--- src/rtl/lvds_gear_pkg.sv ---
package lvds_gear_pkg;
  typedef enum logic { ST_HUNT = 1'b0, ST_LOCK = 1'b1 } align_st_e;
endpackage

--- src/rtl/gb_bit_accum.sv ---
module gb_bit_accum #(
  parameter int unsigned SYM_W  = 7,
  parameter int unsigned FILL_W = 4
) (
  input  logic              clk,
  input  logic              rst_n,
  output logic              stb_o,
  output logic [FILL_W-1:0] base_o
);
  logic [FILL_W-1:0] fill_q, fill_d, sum;

  always_comb begin
    sum    = fill_q + FILL_W'(2);
    stb_o  = (sum >= FILL_W'(SYM_W));
    base_o = sum - FILL_W'(SYM_W);
    fill_d = stb_o ? base_o : sum;
  end

  always_ff @(posedge clk or negedge rst_n) begin
    if (!rst_n) fill_q <= '0;
    else        fill_q <= fill_d;
  end
endmodule

--- src/rtl/gb_lane_window.sv ---
module gb_lane_window #(
  parameter int unsigned SYM_W   = 7,
  parameter int unsigned HIST_W  = 14,
  parameter int unsigned FILL_W  = 4,
  parameter int unsigned SLIP_W  = 3,
  parameter int unsigned SHIFT_W = 4
) (
  input  logic              clk,
  input  logic              rst_n,
  input  logic [1:0]        pair_i,
  input  logic [FILL_W-1:0] base_i,
  input  logic [SLIP_W-1:0] slip_i,
  output logic [SYM_W-1:0]  sym_o
);
  logic [HIST_W-1:0]  hist_q, hist_d, shifted;
  logic [SHIFT_W-1:0] shamt;

  always_comb begin
    // newest bit at the LSB, so the earliest bit of a window is its MSB
    hist_d  = {hist_q[HIST_W-3:0], pair_i};
    shamt   = SHIFT_W'(base_i) + SHIFT_W'(slip_i);
    shifted = hist_d >> shamt;
    sym_o   = shifted[SYM_W-1:0];
  end

  always_ff @(posedge clk or negedge rst_n) begin
    if (!rst_n) hist_q <= '0;
    else        hist_q <= hist_d;
  end
endmodule

--- src/rtl/gb_align_ctrl.sv ---
module gb_align_ctrl
  import lvds_gear_pkg::*;
#(
  parameter int unsigned    SYM_W        = 7,
  parameter int unsigned    SLIP_W       = 3,
  parameter int unsigned    LOCK_MATCHES = 4,
  parameter int unsigned    LOSS_MISSES  = 2,
  parameter int unsigned    SETTLE_SYMS  = 2,
  parameter logic [SYM_W-1:0] CLK_PATTERN = 7'b1100011
) (
  input  logic              clk,
  input  logic              rst_n,
  input  logic              stb_i,
  input  logic [SYM_W-1:0]  clk_sym_i,
  output logic [SLIP_W-1:0] slip_o,
  output logic              locked_o,
  output logic              lock_nxt_o
);
  localparam int unsigned RUN_W  = $clog2(LOCK_MATCHES + 2);
  localparam int unsigned MISS_W = $clog2(LOSS_MISSES + 2);
  localparam int unsigned SET_W  = $clog2(SETTLE_SYMS + 2);

  align_st_e         st_q, st_d;
  logic [RUN_W-1:0]  run_q, run_d;
  logic [MISS_W-1:0] miss_q, miss_d;
  logic [SET_W-1:0]  settle_q, settle_d;
  logic [SLIP_W-1:0] slip_q, slip_d, slip_inc;
  logic              hit;

  always_comb begin
    st_d     = st_q;
    run_d    = run_q;
    miss_d   = miss_q;
    settle_d = settle_q;
    slip_d   = slip_q;
    hit      = (clk_sym_i == CLK_PATTERN);
    slip_inc = (slip_q == SLIP_W'(SYM_W - 1)) ? '0 : slip_q + 1'b1;
    if (stb_i) begin
      if (settle_q != '0) begin
        settle_d = settle_q - 1'b1;
      end else if (st_q == ST_HUNT) begin
        if (hit) begin
          if (run_q == RUN_W'(LOCK_MATCHES - 1)) begin
            st_d  = ST_LOCK;
            run_d = '0;
          end else begin
            run_d = run_q + 1'b1;
          end
        end else begin
          run_d    = '0;
          slip_d   = slip_inc;
          settle_d = SET_W'(SETTLE_SYMS);
        end
      end else begin
        if (hit) begin
          miss_d = '0;
        end else if (miss_q == MISS_W'(LOSS_MISSES - 1)) begin
          st_d     = ST_HUNT;
          miss_d   = '0;
          run_d    = '0;
          slip_d   = slip_inc;
          settle_d = SET_W'(SETTLE_SYMS);
        end else begin
          miss_d = miss_q + 1'b1;
        end
      end
    end
  end

  always_ff @(posedge clk or negedge rst_n) begin
    if (!rst_n) begin
      st_q     <= ST_HUNT;
      run_q    <= '0;
      miss_q   <= '0;
      settle_q <= '0;
      slip_q   <= '0;
    end else if (stb_i) begin
      st_q     <= st_d;
      run_q    <= run_d;
      miss_q   <= miss_d;
      settle_q <= settle_d;
      slip_q   <= slip_d;
    end
  end

  assign slip_o     = slip_q;
  assign locked_o   = (st_q == ST_LOCK);
  assign lock_nxt_o = (st_d == ST_LOCK);
endmodule

--- src/rtl/lvds71_rx_gearbox.sv ---
module lvds71_rx_gearbox #(
  parameter int unsigned      N_LANES      = 4,
  parameter int unsigned      SYM_W        = 7,
  parameter int unsigned      LOCK_MATCHES = 4,
  parameter int unsigned      LOSS_MISSES  = 2,
  parameter int unsigned      SETTLE_SYMS  = 2,
  parameter logic [SYM_W-1:0] CLK_PATTERN  = 7'b1100011
) (
  input  logic                       clk,
  input  logic                       rst_n,
  input  logic [2*N_LANES-1:0]       data_pair_i,
  input  logic [1:0]                 fwd_clk_pair_i,
  output logic [N_LANES*SYM_W-1:0]   word_o,
  output logic                       word_vld_o,
  output logic                       locked_o
);
  localparam int unsigned WORD_W  = N_LANES * SYM_W;
  localparam int unsigned HIST_W  = 2 * SYM_W;
  localparam int unsigned FILL_W  = $clog2(SYM_W + 2);
  localparam int unsigned SLIP_W  = $clog2(SYM_W);
  localparam int unsigned SHIFT_W = $clog2(HIST_W);

  logic              stb;
  logic [FILL_W-1:0] base;
  logic [SLIP_W-1:0] slip;
  logic              lock_nxt;
  logic [SYM_W-1:0]  syms [N_LANES+1];
  logic [WORD_W-1:0] word_nxt, word_d, word_q;
  logic              vld_d, vld_q;

  gb_bit_accum #(.SYM_W(SYM_W), .FILL_W(FILL_W)) u_accum (
    .clk(clk), .rst_n(rst_n), .stb_o(stb), .base_o(base)
  );

  for (genvar g = 0; g <= N_LANES; g++) begin : g_lane
    logic [1:0] pair;
    if (g == N_LANES) begin : g_fwd
      assign pair = fwd_clk_pair_i;
    end else begin : g_dat
      assign pair = data_pair_i[2*g+1 -: 2];
      assign word_nxt[g*SYM_W +: SYM_W] = syms[g];
    end
    gb_lane_window #(
      .SYM_W(SYM_W), .HIST_W(HIST_W), .FILL_W(FILL_W),
      .SLIP_W(SLIP_W), .SHIFT_W(SHIFT_W)
    ) u_win (
      .clk(clk), .rst_n(rst_n), .pair_i(pair), .base_i(base),
      .slip_i(slip), .sym_o(syms[g])
    );
  end

  gb_align_ctrl #(
    .SYM_W(SYM_W), .SLIP_W(SLIP_W), .LOCK_MATCHES(LOCK_MATCHES),
    .LOSS_MISSES(LOSS_MISSES), .SETTLE_SYMS(SETTLE_SYMS),
    .CLK_PATTERN(CLK_PATTERN)
  ) u_align (
    .clk(clk), .rst_n(rst_n), .stb_i(stb), .clk_sym_i(syms[N_LANES]),
    .slip_o(slip), .locked_o(locked_o), .lock_nxt_o(lock_nxt)
  );

  always_comb begin
    vld_d  = stb & lock_nxt;
    word_d = vld_d ? word_nxt : word_q;
  end

  always_ff @(posedge clk or negedge rst_n) begin
    if (!rst_n) begin
      word_q <= '0;
      vld_q  <= 1'b0;
    end else begin
      word_q <= word_d;
      vld_q  <= vld_d;
    end
  end

  assign word_o     = word_q;
  assign word_vld_o = vld_q;
endmodule

--- config.mk ---
export PLATFORM = sky130hd
export DESIGN_NAME = lvds71_rx_gearbox
export DESIGN_NICKNAME = d
export VERILOG_FILES = /design/src/rtl/lvds_gear_pkg.sv /design/src/rtl/gb_bit_accum.sv /design/src/rtl/gb_lane_window.sv /design/src/rtl/gb_align_ctrl.sv /design/src/rtl/lvds71_rx_gearbox.sv
export SDC_FILE = /design/constraint.sdc
export NUM_CORES = 1
export LEC_CHECK = 0
export ABC_AREA = 1
export BUFFER_PORTS_ARGS = -buffer_cell sky130_fd_sc_hd__clkbuf_2
export CAP_MARGIN = 30
export CORE_MARGIN = 8
export CORE_UTILIZATION = 40
export CTS_CLUSTER_DIAMETER = 40
export DETAILED_ROUTE_END_ITERATION = 16
export PLACE_DENSITY = 0.67
export REMOVE_ABC_BUFFERS = 1
export SYNTH_ARGS = -nofsm -noshare
export SYNTH_HDL_FRONTEND = slang
export SYNTH_HIERARCHICAL = 1
export SYNTH_SLANG_ARGS = --single-unit
--- constraint.sdc ---
create_clock -name clk -period 7.86 [get_ports clk]
set_input_delay 0.393 -clock clk [delete_from_list [all_inputs] [get_ports clk]]
set_output_delay 0.393 -clock clk [all_outputs]
set_load 0.02 [all_outputs]
==> run_results.csv <==
group,metric,value,unit
sta,hold_viol_final,0,
sta,drv_slew,0,
sta,finalSetupTns,0,ns
critical_path,crit_path_frequent_cell,"nand2_1",
yosys,yosys.area.top_type,"dfrtp_1",
critical_path,cp_max_fo,29,
sta,worst_pin_slew,0.900,ns
yosys,yosys_register_bits,104,
critical_path,critPathLaunch,"u_accum/fill_q[0]",
pwr,ir_drop,0.000169,V
sta,fin_crit_sh,65.2,%
sta,fin_ws,2.74,ns
yosys,yosys-top-cells-count,"419 x nand2_1, 254 x nand3_1, 104 x dfrtp_1",
yosys,yosysWarningCount,6,
critical_path,worstReg2RegStart,"u_accum/fill_q[0]",
layout,fin_nets,1060,
clock_tree,cts_sinks,104,
yosys,ys_seq_area_share,37.6,%
sta,fin_skew,0.00675,ns
critical_path,cp-endpoint,"word_o[21]",
yosys,synth-simple-area-share,46.7,%
clock_tree,cts_buffers,9,
pwr,pwr_density_cell,378,mW/mm^2
yosys,synth_most_common_cell,"nand2_1",
global_route,track_usage,14.6,%
placement,dpl.hpwl,11.1,mm
die,rows,48,
layout,fill_cells,1787,
yosys,synthXorXnorAreaFrac,0.127,%
yosys,synthAdderAreaFrac,5.24,%
route,post_drt_wl_per_cell,12.4,um
critical_path,worstRegToRegCells,17,
pwr,leakagePower,4.11,nW
clock_tree,cts.htree.levels,3,
clock_tree,cts.clk_slew.worst_paths,0.07,ns
yosys,syn_inst,1005,
die,die_x,148,um
layout,diodes,0,
yosys,synth_top_family_by_area,"simple AND/OR/NAND/NOR gates",
critical_path,crit_type,"reg -> reg",
placement,place_area,0.00710,sq mm
placement,post-place-ws,2.74,ns
critical_path,arrival,5.37,ns
clock_tree,cts-root-buf,"clkbuf_16",
critical_path,endpoint_kind,"flop",
route,drt-pass1-iter-count,8,
hold_path,hp-start,"data_pair_i[2]",
hold_path,holdCritPathClass,"in -> reg",
die,fp.dieH,148,um
global_route,grt.overflow.total,0,
route,vias,6331,
global_route,antenna_found_initial,0,
yosys,synth_compound_area_share,1.59,%
sta,setup_violations,0,
critical_path,cp_slowest_cell,"fa_1",
sta,max_freq,195,MHz
placement,io_buffers,41,
placement,gp_congestion,0.863,
die,initial_core_util,40.4,%
critical_path,rrSetupSlack,2.74,ns
route,route.detailed.drc,0,
yosys,synthMuxAreaShare,0,%
clock_tree,cts_resized,0,
yosys,synth-main-ff-cell,"dfrtp_1",
yosys,synth_top_cell_area_share,37.6,%
pwr,power,2.80,mW
die,fp.coreArea,0.0171,sq mm
sta,hold_ws,0.151,ns
sta,slew-limit-headroom,40.0,%
status,status,"finished, final reports clean",
yosys,synth_area,0.00692,sq mm
yosys,synth_area_leaders,"dfrtp_1 38%, nand2_1 23%, nand3_1 18%, ha_1 3.8%, inv_1 3.4%",
route,avgViaCountPerCell,5.06,
global_route,grt_first_pass_wirelength,26.5,mm
global_route,grt_pass1_vias,5628,
die,io_pins,42,
yosys,postSynthAreaPerCell,6.88,sq um
critical_path,required,8.11,ns
critical_path,cpPeakStageDelay,0.91,ns
die,die_area,0.0218,sq mm
sta,period_needed,5.12,ns
yosys,synth-edff-count,0,
layout,layout-drive-gt1-share,9.64,%
critical_path,path_cells,"ha_1 > inv_1 > fa_1 > inv_1 > nand3_1 > nand3_1 > a21oi_1 > nand2_2 > nor2_4 > nand2_4 > nand3_4 > nand2_1 > inv_1 > nand2_1 > buf_8 > nand2_1 > nand2_1",
yosys,postSynth.asyncResetShare,100,%
global_route,grt_start_max_net_pins,76,
clock_tree,cts_max_path_buffers,2,
layout,synthToLayoutAreaGrowth,7.07,%
route,drtIter0Drc,510,
critical_path,start_kind,"flop",
sta,rsz0062_at_grt,"false",
clock_tree,tritoncts,"done",
clock_tree,clk_latency,0.36,ns
critical_path,reg2reg_to,"word_o[21]",
yosys,netlist-cell-type-count,25,
layout,final_area,0.00741,sq mm
route,final_antenna_net_count,0,
route,routed_wl,15.6,mm
flow_run,drv_cap,0,
-- cells by family (layout without fill, tap and decap cells) --
group / count (synthesis) / after routing
simple gates: 741 / 741
fa+ha+maj: 26 / 26
xor+xnor: 1 / 1
flops: 104 / 104
buf+inv: 111 / 133
compound gates: 22 / 22
-- metrics by stage --
stage	util (%)	cells
after CTS	43.1	1251
after detailed placement	41.5	1234
after global placement	41.4	1233
after floorplan	-	966
after global routing	43.3	1252
final	43.3	1252
-- how the worst min path moves through the flow --
stage	to	slack [ns]	cells after the start
after floorplan	g_lane[0].u_win/hist_q[0]	0.1	0
after global placement	word_vld_o	0.34	1
after detailed placement	word_vld_o	0.34	1
after CTS	g_lane[1].u_win/hist_q[0]	0.13	1
after global routing	g_lane[3].u_win/hist_q[0]	0.14	1
final	g_lane[1].u_win/hist_q[0]	0.15	1
-- area by class of cell --
cell class / instances / area, sq um / area share, %
clock buffer: 9 / 225 / 3.04
clock inverter: 7 / 47.5 / 0.642
inverter: 72 / 272 / 3.66
multi-input combinational: 790 / 3710 / 50.1
sequential: 104 / 2600 / 35.1
tap: 225 / 282 / 3.80
timing repair buffer: 45 / 268 / 3.61
-- layout by cell type (no fill, tap or decap) --
| master | instances |
|---|---|
| nand2_1 | 419 |
| nand3_1 | 254 |
| dfrtp_1 | 104 |
| inv_1 | 62 |
| clkbuf_2 | 40 |
| nor2_1 | 32 |
| ha_1 | 21 |
| nand2_2 | 18 |
| a21oi_1 | 12 |
| clkbuf_16 | 9 |
| inv_2 | 9 |
| o21ai_0 | 9 |
| fa_1 | 5 |
| nand2_4 | 5 |
| clkinv_2 | 4 |
| nor3_1 | 4 |
| clkinvlp_4 | 2 |
| buf_4 | 2 |
| nor2_2 | 2 |
| nor2_4 | 2 |
| nand4_1 | 2 |
| inv_6 | 1 |
| clkinv_4 | 1 |
| dlygate4sd3_1 | 1 |
| buf_16 | 1 |
| buf_8 | 1 |
| or2_2 | 1 |
| nand3_4 | 1 |
| o21ai_1 | 1 |
| or2_1 | 1 |
| xor2_1 | 1 |
-- sequential cells by signal, indices dropped and copies added, names as in the netlist, 2 cells and up --
name	flops
g_lane.u_win/hist_q	60
u_accum/fill_q	4
u_align/miss_q	2
u_align/run_q	3
u_align/settle_q	2
u_align/slip_o	3
word_o	28
-- critical path: cells and delay by family (launching register included) --
family	cells	cell delay [ns]
and+or+nand+nor	10	1.50
adders and majority gates	2	1.46
buffers and inverters	4	1.45
AOI/OAI and AO/OA	1	0.19
DFF	1	0.40
-- where the power goes --
group	switching, mW	internal, mW
Combinational	1.20	0.580
Clock	0.201	0.214
Sequential	0.0424	0.563
-- layer usage --
| layer | GRT usage [%] | vias to the layer above | share of wire [%] |
|---|---|---|---|
| met5 | 0 | - | 0 |
| met4 | 5.00 | 0 | 1.3 |
| met3 | 3.49 | 13 | 5.6 |
| met2 | 22.7 | 168 | 45 |
| met1 | 19.6 | 2866 | 48 |
| li1 | - | 3284 | - |
-- what timing repair did --
action	4_1_cts	5_1_grt
hold buffers	1	0
endpoints found under the hold margin	29	0
buffers inserted	0	0
Note: power is estimated with default switching activity, not from simulation.
